**src/rtl/iss_pkg.sv**
```systemverilog
package iss_pkg;
  typedef enum logic {
    SRCH_MODE = 1'b0,
    MAN_MODE  = 1'b1
  } iss_mode_e;
endpackage

```
**src/rtl/iss_mode_ctl.sv**
```systemverilog
module iss_mode_ctl
  import iss_pkg::*;
(
  input  logic      clk,
  input  logic      rst_n,
  input  logic      tgl_i,
  input  logic      load_i,
  input  logic      load_val_i,
  output iss_mode_e mode_o,
  output logic      chg_o
);
  iss_mode_e mode_q, mode_d;
  logic      chg_q, chg_d;

  always_comb begin
    mode_d = mode_q;
    chg_d  = 1'b0;
    if (load_i) begin
      mode_d = load_val_i ? MAN_MODE : SRCH_MODE;
    end else if (tgl_i) begin
      mode_d = (mode_q == SRCH_MODE) ? MAN_MODE : SRCH_MODE;
      chg_d  = 1'b1;
    end
  end

  always_ff @(posedge clk or negedge rst_n) begin
    if (!rst_n) begin
      mode_q <= SRCH_MODE;
      chg_q  <= 1'b0;
    end else begin
      mode_q <= mode_d;
      chg_q  <= chg_d;
    end
  end

  assign mode_o = mode_q;
  assign chg_o  = chg_q;
endmodule

```
**src/rtl/iss_next_pick.sv**
```systemverilog
module iss_next_pick #(
  parameter int N_IN = 3
) (
  input  logic [N_IN-1:0] sel_i,
  input  logic [N_IN-1:0] valid_i,
  output logic [N_IN-1:0] step_o,
  output logic [N_IN-1:0] hunt_o,
  output logic            found_o
);
  logic [2*N_IN-1:0] dbl;
  logic [N_IN-1:0]   cand [1:N_IN-1];
  logic [N_IN-1:1]   hit;

  assign dbl = {sel_i, sel_i};

  for (genvar k = 1; k < N_IN; k++) begin : g_rot
    assign cand[k] = dbl[N_IN-k +: N_IN];
    assign hit[k]  = |(cand[k] & valid_i);
  end

  assign step_o = cand[1];

  always_comb begin
    hunt_o  = sel_i;
    found_o = 1'b0;
    for (int k = N_IN - 1; k >= 1; k--) begin
      if (hit[k]) begin
        hunt_o  = cand[k];
        found_o = 1'b1;
      end
    end
  end
endmodule

```
**src/rtl/iss_dwell_tmr.sv**
```systemverilog
module iss_dwell_tmr #(
  parameter int DW = 16
) (
  input  logic          clk,
  input  logic          rst_n,
  input  logic          run_i,
  input  logic          clr_i,
  input  logic [DW-1:0] dwell_i,
  output logic          tick_o
);
  logic [DW-1:0] cnt_q, cnt_d, limit;
  logic          cnt_en;

  assign limit  = (dwell_i == '0) ? '0 : dwell_i - 1'b1;
  assign tick_o = run_i && !clr_i && (cnt_q >= limit);
  assign cnt_en = run_i || (cnt_q != '0);

  always_comb begin
    if (!run_i || clr_i || tick_o) cnt_d = '0;
    else                           cnt_d = cnt_q + 1'b1;
  end

  always_ff @(posedge clk or negedge rst_n) begin
    if (!rst_n)      cnt_q <= '0;
    else if (cnt_en) cnt_q <= cnt_d;
  end
endmodule

```
**src/rtl/input_scan_sel.sv**
```systemverilog
module input_scan_sel
  import iss_pkg::*;
#(
  parameter int N_IN = 3,
  parameter int DW   = 16
) (
  input  logic            clk,
  input  logic            rst_n,
  input  logic            btn_press_i,
  input  logic            mode_tgl_i,
  input  logic            mode_load_i,
  input  logic            mode_load_val_i,
  input  logic [N_IN-1:0] valid_i,
  input  logic [DW-1:0]   dwell_i,
  output logic [N_IN-1:0] sel_o,
  output logic            manual_o,
  output logic            mode_chg_o
);
  localparam logic [N_IN-1:0] SEL_RST = N_IN'(1);

  iss_mode_e       mode;
  logic [N_IN-1:0] sel_q, sel_d, step, hunt;
  logic            found, own_ok, scan_run, tick, sel_en;

  iss_mode_ctl u_mode (
    .clk        (clk),
    .rst_n      (rst_n),
    .tgl_i      (mode_tgl_i),
    .load_i     (mode_load_i),
    .load_val_i (mode_load_val_i),
    .mode_o     (mode),
    .chg_o      (mode_chg_o)
  );

  iss_next_pick #(.N_IN(N_IN)) u_pick (
    .sel_i   (sel_q),
    .valid_i (valid_i),
    .step_o  (step),
    .hunt_o  (hunt),
    .found_o (found)
  );

  assign own_ok   = |(sel_q & valid_i);
  assign scan_run = (mode == SRCH_MODE) && !own_ok;

  iss_dwell_tmr #(.DW(DW)) u_dwell (
    .clk     (clk),
    .rst_n   (rst_n),
    .run_i   (scan_run),
    .clr_i   (btn_press_i),
    .dwell_i (dwell_i),
    .tick_o  (tick)
  );

  assign sel_en = btn_press_i || tick;

  always_comb begin
    sel_d = sel_q;
    if (btn_press_i) begin
      if (mode == MAN_MODE) sel_d = step;
      else if (found)       sel_d = hunt;
    end else if (tick) begin
      sel_d = step;
    end
  end

  always_ff @(posedge clk or negedge rst_n) begin
    if (!rst_n)      sel_q <= SEL_RST;
    else if (sel_en) sel_q <= sel_d;
  end

  assign sel_o    = sel_q;
  assign manual_o = (mode == MAN_MODE);
endmodule

```
**config.mk**
```make
export PLATFORM = sky130hd
export DESIGN_NAME = input_scan_sel
export DESIGN_NICKNAME = d
export VERILOG_FILES = /design/src/rtl/iss_pkg.sv /design/src/rtl/iss_mode_ctl.sv /design/src/rtl/iss_next_pick.sv /design/src/rtl/iss_dwell_tmr.sv /design/src/rtl/input_scan_sel.sv
export SDC_FILE = /design/constraint.sdc
export NUM_CORES = 1
export LEC_CHECK = 0
export BUFFER_PORTS_ARGS = -buffer_cell sky130_fd_sc_hd__buf_2
export CORE_MARGIN = 5
export CORE_UTILIZATION = 34
export CTS_BUF_LIST = sky130_fd_sc_hd__clkbuf_4
export CTS_CLUSTER_DIAMETER = 150
export DETAILED_ROUTE_END_ITERATION = 8
export GPL_TIMING_DRIVEN = 0
export HOLD_SLACK_MARGIN = 0.05
export SLEW_MARGIN = 0
export SYNTH_ARGS = -nofsm -noshare
export SYNTH_HDL_FRONTEND = slang
export SYNTH_HIERARCHICAL = 1
export SYNTH_SLANG_ARGS = --single-unit
export TNS_END_PERCENT = 20
```
**constraint.sdc**
```tcl
create_clock -name clk -period 3.03 [get_ports clk]
set_clock_uncertainty 0.1 [all_clocks]
set_input_delay 0.1515 -clock clk [delete_from_list [all_inputs] [get_ports clk]]
set_output_delay 0.1515 -clock clk [all_outputs]
set_load 0.01 [all_outputs]
```
==> results of run 1 <==
==> per-stage QoR <==
stage	util, %	hold WS [ns]	instances	instance area [um2]
final	42.6	0.223	348	2390
after detailed placement	40.1	0.0375	338	2250
after floorplan	-	-0.244	237	2010
after global placement	40.1	0.0394	338	2250
after CTS	42.5	0.217	348	2380
after global routing	42.6	0.211	348	2390
==> worst reg2reg max path: stages (launching register included) <==
cell and delay [ns]:
dfrtp_1 0.44, inv_1 0.10, ha_1 0.29, nand2b_1 0.13, a2111oi_0 0.41, or4b_4 0.24
a31oi_4 0.09, o22ai_4 0.20, mux2_2 0.35
==> power by group <==
group | total [mW] | switching, mW | leakage, nW | internal (mW)
sequential | 0.332 | 0.0309 | 0.285 | 0.301
combinational | 0.309 | 0.160 | 0.790 | 0.149
clock | 0.134 | 0.0852 | 0.0177 | 0.0491
==> sequential cells by signal (all words and copies together) (netlist names) <==
register,cells
u_mode/chg_o,1
sel_o,3
u_dwell/cnt_q,16
u_mode/mode_o,1
==> cells in the final DEF (no fill, tap or decap), types with 5 or more instances in the layout <==
cell,n
a21oi_1,9
buf_2,29
buf_4,5
dfrtp_1,20
dlygate4sd3_1,5
ha_1,20
inv_1,7
nand2_1,36
nand3_1,7
nand4_1,6
nor2_1,26
nor3_1,9
nor4_1,5
xnor2_1,11
xor2_1,14
==> cell usage after synthesis, drive strengths merged, types with 4 or more instances <==
| cell | count | area, um2 |
|---|---|---|
| nand2 | 36 | 135 |
| nor2 | 26 | 97.6 |
| dfrtp | 20 | 500 |
| ha | 20 | 250 |
| xor2 | 14 | 123 |
| nor3 | 12 | 70.1 |
| xnor2 | 11 | 96.3 |
| a21oi | 9 | 45.0 |
| buf | 8 | 60.1 |
| inv | 7 | 26.3 |
| mux2 | 7 | 90.1 |
| nand3 | 7 | 35.0 |
| o21ai | 7 | 35.0 |
| nand4 | 6 | 37.5 |
| nor4 | 6 | 43.8 |
| a31oi | 4 | 25.0 |
| nand2b | 4 | 32.5 |
==> cell type report <==
class / instances / area [um2] / area share (%)
timing repair buffer: 35 / 215 / 9.00
clock inverter: 1 / 5.00 / 0.209
tap: 72 / 90.1 / 3.77
buffer: 8 / 62.6 / 2.62
multi-input combinational: 201 / 1440 / 60.3
sequential: 21 / 527 / 22.0
inverter: 7 / 26.3 / 1.10
clock buffer: 3 / 22.5 / 0.942
==> worst max path at each step <==
| stage | start | to | slack (ns) | cells past startpoint |
|---|---|---|---|---|
| after floorplan | dwell_i[9] | sel_o[1] | -0.31 | 12 |
| after global placement | dwell_i[5] | sel_o[2] | -0.69 | 13 |
| after detailed placement | dwell_i[9] | sel_o[2] | -0.70 | 13 |
| after CTS | dwell_i[9] | sel_o[2] | -0.29 | 13 |
| after global routing | dwell_i[9] | sel_o[1] | -0.37 | 13 |
| final | dwell_i[9] | sel_o[2] | -0.29 | 13 |
==> metal layers <==
| metal | part of all wire [%] | GRT usage (%) | up-vias |
|---|---|---|---|
| li1 | - | - | 922 |
| met1 | 51 | 17.3 | 824 |
| met2 | 44 | 19.4 | 31 |
| met3 | 4.8 | 1.71 | 2 |
| met4 | 0.39 | 2.12 | 0 |
| met5 | 0 | 0 | - |
==> repair_timing <==
action,in CTS,in global routing
hold buffers,5,0
setup buffers,1,0
setup endpoints to repair,19,19
hold endpoints to repair,23,0
resized for setup,8,1
==> kinds of logic (layout without fill, tap and decap cells) <==
group | Yosys count | after routing | share of synthesized area, %
fa+ha+maj | 20 | 20 | 12.5
flops | 21 | 21 | 26.4
compound gates | 32 | 32 | 10.3
simple gates | 114 | 114 | 29.4
mux | 10 | 10 | 6.02
buf+inv | 15 | 54 | 4.33
xor+xnor | 25 | 25 | 11.0
==> summary.json, run 1 <==
{
  "run_status": "finished with violations",
  "violations": "setup timing",
  "maximum_count_of_clock_buffers_along_a_single_path": 2,
  "total_power_mw": 0.775,
  "syn-num-nets": 282,
  "worstPathBufferInverterCount": 1,
  "critical_path.cell_chain": "buf_6, or4_4, or3_4, or3_4, nor3_2, a21oi_1, ha_1, nand4_1, nor3_2, or4b_4, a31oi_4, o22ai_4, mux2_2",
  "critical_path.top_delay_family": "simple AND/OR/NAND/NOR gates",
  "core_area_mm2": 0.00561,
  "setup.worst_path.end_class": "flop",
  "antenna_found_initial": 0,
  "numPortBuffers": 29,
  "syn-cell-area_mm2": 0.00199,
  "postRouteWirelength_mm": 4.56,
  "drc": 0,
  "floorplan.initialDensity_pct": 35.6,
  "worstPathArrival_ns": 3.41,
  "max-vdd-ir-drop_uv": 205,
  "antenna_left": 0,
  "via_count": 1779,
  "fin_tns_setup_ns": -3.07,
  "critical_path_required_ns": 3.13,
  "crit-reg2reg-launch": "u_dwell/cnt_q[0]",
  "min_delay_worst_endpoint": "sel_o[0]",
  "synth-seq-cells": 21,
  "hold-path-cell-count": 3,
  "cpMaxStageDelayCell": "or4b_4",
  "netlist_cell_types": 49,
  "maxCapViolations": 0,
  "layout-drive-gt1-share_pct": 22.8,
  "critical_path_class": "in2reg",
  "grt_use_total_pct": 12.1,
  "tightestPinTransition_ns": 0.528,
  "clk_transition_reported_paths_ns": 0.11,
  "dp_hpwl_mm": 3.59,
  "timing.critical_path.fanout_max": 3,
  "global_route.overflow_total": 0,
  "drt-vias-per-instance": 5.11,
  "max_clock_freq_mhz": 301,
  "regToRegEndpoint": "sel_o[2]",
  "cts_buf_count": 3,
  "pin_count_of_the_biggest_net_entering_global_routing": 22,
  "h-tree-depth": 1,
  "first_global_vias": 1672,
  "chipWidth_um": 86.6,
  "die-area_mm2": 0.00750,
  "fp.dieH_um": 86.6,
  "finalMaxSlewViolations": 0,
  "cts_tree": "done",
  "num_rows": 27,
  "clock-root-buffer": "clkbuf_4",
  "antenna-diode-count": 0,
  "synth-seq-area-share_pct": 26.4,
  "synthesis.instances": 237,
  "final_nets": 322,
  "critPathMaxStageDelay_ns": 0.53,
  "synthFlopType": "dfrtp_1",
  "drt-initial-drc-count": 68,
  "yosys_warnings": 6,
  "power-per-cell-area_mw_per_mm2": 324,
  "hp-start": "btn_press_i",
  "synth_enable_flop_cells": 0,
  "area_growth_syn_to_layout_pct": 19.9,
  "ioPinCount": 30,
  "post-route-period-util_pct": 110,
  "clkSinkCount": 21,
  "place_worst_setup_slack_ns": -0.696,
  "setup_viol_count_final": 18,
  "place_congestion": 0.790,
  "num-fill-cells": 572,
  "nature_of_the_critical_path_startpoint": "input port",
  "max_slew_margin_pct": 64.5,
  "reg2reg_depth": 8,
  "drt-wirelength-per-cell_um": 13.1,
  "regToRegSetupSlack_ns": 0.57,
  "async_flop_share_pct": 100,
  "setup_ws_ns": -0.288,
  "report.final.hold_viol_count": 0,
  "drt-pass1-iter-count": 4,
  "power.static_leakage_nw": 1.09,
  "unrepaired_setup_endpoints_after_global_routing": "true",
  "post_synth.cell_area_avg_um2": 8.42,
  "clock_latency_at_the_later_pin_of_the_worst_skew_pair_ns": 0.30,
  "fin_crit_ns": 3.32,
  "hold_path_class": "in2reg",
  "grt_first_pass_wirelength_mm": 7.49
}
(Power assumes the default switching activity.)
==> run 2: changes to the inputs <==
--- a/config.mk
+++ b/config.mk
@@ -5,11 +5,13 @@
 export SDC_FILE = /design/constraint.sdc
 export NUM_CORES = 1
 export LEC_CHECK = 0
+export ABC_CLOCK_PERIOD_IN_PS = 3030
 export BUFFER_PORTS_ARGS = -buffer_cell sky130_fd_sc_hd__buf_2
 export CORE_MARGIN = 5
-export CORE_UTILIZATION = 34
+export CORE_UTILIZATION = 40
 export CTS_BUF_LIST = sky130_fd_sc_hd__clkbuf_4
 export CTS_CLUSTER_DIAMETER = 150
+export CTS_CLUSTER_SIZE = 12
 export DETAILED_ROUTE_END_ITERATION = 8
 export GPL_TIMING_DRIVEN = 0
 export HOLD_SLACK_MARGIN = 0.05
==> run 2 against run 1 <==
Compared with the run above: the flow still finishes with violations (setup timing); final cell count down 0.57%; design area rose by 1.2%; via count shrank 1.3%; worst hold slack improved by 0.0033 ns; routed wire length down 3.7%; sequential power barely moved; first-iteration DRC count up 10%; flip-flop and latch count did not move; non-clock buffer count rose by 3.
==> summary.json, run 2 (synthesis results as in run 1) <==
{
  "critical_path_required": {"value": 3.11, "unit": "ns", "change": "-0.02 ns"},
  "regToRegEndpoint": "sel_o[1]",
  "global_route.peak_usage_layer": "met2",
  "fp.dieH": {"value": 80.6, "unit": "um", "change": "-6.9%"},
  "worstPathArrival": {"value": 3.42, "unit": "ns", "change": "about the same"},
  "layoutNonFillerInstCount": {"value": 346, "change": "-0.57%"},
  "postRouteWirelength": {"value": 4.39, "unit": "mm", "change": "-3.7%"},
  "place_worst_setup_slack": {"value": -0.688, "unit": "ns", "change": "+0.00808 ns"},
  "nature_of_the_critical_path_startpoint": "input port",
  "layout.cells.most_common_list": "nand2_1, buf_2, nor2_1, dfrtp_1, ha_1",
  "floorplan.initialDensity": {"value": 41.7, "unit": "%", "change": "+6.1 points"},
  "globalRouteMet3Util": {"value": 1.12, "unit": "%", "change": "-0.59 points"},
  "core_area": {"value": 0.00479, "unit": "mm2", "change": "-15%"},
  "critical_path_class": "in2reg",
  "clock-root-buffer": "clkbuf_4",
  "report.final.hold_viol_count": {"value": 0, "change": "unchanged"},
  "global_route.overflow_total": {"value": 0, "change": "unchanged"},
  "hold_path_class": "in2async",
  "cts_buf_count": {"value": 3, "change": "unchanged"},
  "num_rows": {"value": 25, "change": "-7.4%"},
  "power-per-cell-area": {"value": 321, "unit": "mW/mm2", "change": "-0.99%"},
  "power.static_leakage": {"value": 1.11, "unit": "nW", "change": "+1.2%"},
  "max-vdd-ir-drop": {"value": 226, "unit": "uV", "change": "+10%"},
  "maximum_count_of_clock_buffers_along_a_single_path": {"value": 2, "change": "unchanged"},
  "via_count": {"value": 1756, "change": "-1.3%"},
  "timing.critical_path.fanout_max": {"value": 3, "change": "unchanged"},
  "h-tree-depth": {"value": 1, "change": "unchanged"},
  "drc": {"value": 0, "change": "unchanged"},
  "antenna_found_initial": {"value": 0, "change": "unchanged"},
  "grt_use_total": {"value": 15.0, "unit": "%", "change": "+2.9 points"},
  "drt-vias-per-instance": {"value": 5.08, "change": "-0.72%"},
  "layout_commonest_cell": "nand2_1",
  "area_growth_syn_to_layout_pct": 21.3,
  "maxCapViolations": {"value": 0, "change": "unchanged"},
  "clkSinkCount": {"value": 21, "change": "unchanged"},
  "grt_first_pass_wirelength": {"value": 7.92, "unit": "mm", "change": "+5.8%"},
  "fin_crit": {"value": 3.34, "unit": "ns", "change": "+0.0186 ns"},
  "final_nets": {"value": 325, "change": "+0.93%"},
  "max_slew_margin": {"value": 68.0, "unit": "%", "change": "+3.4 points"},
  "antenna_left": {"value": 0, "change": "unchanged"},
  "critical_path.endpoint": "sel_o[1]",
  "regToRegSetupSlack": {"value": 0.54, "unit": "ns", "change": "-0.03 ns"},
  "cpMaxStageDelayCell": "or4b_4",
  "reg2reg_depth": {"value": 8, "change": "unchanged"},
  "max_clock_freq": {"value": 300, "unit": "MHz", "change": "-0.56%"},
  "cts_tree": "done",
  "setup_viol_count_final": {"value": 19, "change": "+1"},
  "tightestPinTransition": {"value": 0.477, "unit": "ns", "change": "-0.0513 ns"},
  "violations": "setup timing",
  "clock_latency_at_the_later_pin_of_the_worst_skew_pair": {"value": 0.30, "unit": "ns", "change": "about the same"},
  "layout-drive-gt1-share": {"value": 24.0, "unit": "%", "change": "+1.2 points"},
  "dp_hpwl": {"value": 3.47, "unit": "mm", "change": "-3.3%"},
  "drt-pass1-iter-count": {"value": 4, "change": "unchanged"},
  "grt_use_met2": {"value": 23.6, "unit": "%", "change": "+4.2 points"},
  "crit_top_cell": "or3_4",
  "total_power": {"value": 0.776, "unit": "mW", "change": "+0.20%"},
  "pin_count_of_the_biggest_net_entering_global_routing": {"value": 22, "change": "unchanged"},
  "drt-wirelength-per-cell": {"value": 12.7, "unit": "um", "change": "-3.2%"},
  "crit-reg2reg-launch": "u_dwell/cnt_q[0]",
  "chipWidth": {"value": 80.6, "unit": "um", "change": "-6.9%"},
  "die-area": {"value": 0.00650, "unit": "mm2", "change": "-13%"},
  "top_register": "u_dwell/cnt_q",
  "antenna-diode-count": {"value": 0, "change": "unchanged"},
  "critical_path.cell_chain": "buf_6, or4_4, or3_4, or3_4, nor3_4, a21oi_2, ha_1, nand4_1, nor3_2, or4b_4, a31oi_4, o22ai_4, mux2_2",
  "finalMaxSlewViolations": {"value": 0, "change": "unchanged"},
  "place_congestion": {"value": 0.805, "change": "+1.9%"},
  "unrepaired_setup_endpoints_after_global_routing": "true",
  "post-route-period-util": {"value": 110, "unit": "%", "change": "+0.61 points"},
  "setup_ws": {"value": -0.307, "unit": "ns", "change": "-0.0186 ns"},
  "place_inst": {"value": 333, "change": "-1.5%"},
  "critPathMaxStageDelay": {"value": 0.53, "unit": "ns", "change": "about the same"},
  "setup.worst_path.end_class": "flop",
  "largest_register_ff_count": {"value": 16, "change": "unchanged"},
  "run_status": "finished with violations",
  "numPortBuffers": {"value": 29, "change": "unchanged"},
  "first_global_vias": {"value": 1747, "change": "+4.5%"},
  "ioPinCount": {"value": 30, "change": "unchanged"},
  "clk_transition_reported_paths": {"value": 0.11, "unit": "ns", "change": "about the same"},
  "setup.worst_path.start": "dwell_i[9]",
  "drt-initial-drc-count": {"value": 75, "change": "+10%"},
  "grt.met1_usage": {"value": 22.1, "unit": "%", "change": "+4.8 points"}
}
run 2: cell types whose count changed in the layout (fill, tap and decap cells not counted), sizes merged:
cell,before,now
clkbuf,3,4
buf,38,41
clkinv,1,0
run 2: metrics by stage:
step,cell area [um2],util (%),hold slack [ns],TNS (ns)
after global placement,2240,46.9,0.0375,-10.49
after global routing,2420,50.6,0.228,-6.32
after detailed placement,2240,46.9,0.0358,-10.33
after floorplan,2010,-,-0.244,-3.02
after CTS,2410,50.3,0.226,-3.06
final,2420,50.6,0.226,-3.31
run 2: layout make-up:
cell class                 count  area (um2)
tap                           67        83.8
timing repair buffer          38         238
clock buffer                   4        30.0
sequential                    21         527
inverter                       7        26.3
fill                         481        2370
buffer                         8        62.6
multi-input combinational    201        1450
run 2: layer usage:
metal | share of wire, % | wire length, um
met1 | 51 | 2250
met2 | 44 | 1940
met3 | 4.0 | 176
met4 | 0.55 | 24
met5 | 0 | 0
run 2: report_power, final:
group | internal, mW | switching, mW | leakage [nW] | total (mW)
clock network | 0.0601 | 0.0776 | 0.0184 | 0.138
logic | 0.150 | 0.156 | 0.802 | 0.306
registers | 0.301 | 0.0318 | 0.285 | 0.333
total | 0.511 | 0.266 | 1.11 | 0.776
run 2: worst min-delay path by stage:
stage | startpoint | to | slack, ns | depth (start not counted)
2_1_floorplan | rst_n | sel_o[1] | -0.24 | 0
3_3_place_gp | rst_n | u_dwell/cnt_q[2] | 0.04 | 1
3_5_place_dp | rst_n | u_dwell/cnt_q[2] | 0.04 | 1
4_1_cts | rst_n | u_dwell/cnt_q[2] | 0.23 | 2
5_1_grt | btn_press_i | sel_o[0] | 0.23 | 3
6_report | rst_n | u_dwell/cnt_q[0] | 0.23 | 2
run 2: critical path: cells and delay by family:
| kind | cells | cell delay [ns] |
|---|---|---|
| AOI/OAI and AO/OA | 3 | 0.33 |
| adders and majority gates | 1 | 0.29 |
| buffers and inverters | 1 | 0.09 |
| muxes | 1 | 0.29 |
| and+or+nand+nor | 7 | 2.25 |
run 2: timing repair:
action / in CTS / in global routing
hold endpoints to repair: 23 / 0
resized for setup: 10 / 1
hold buffers: 5 / 0
buffers inserted: 3 / 1
endpoints found under the setup margin: 19 / 19
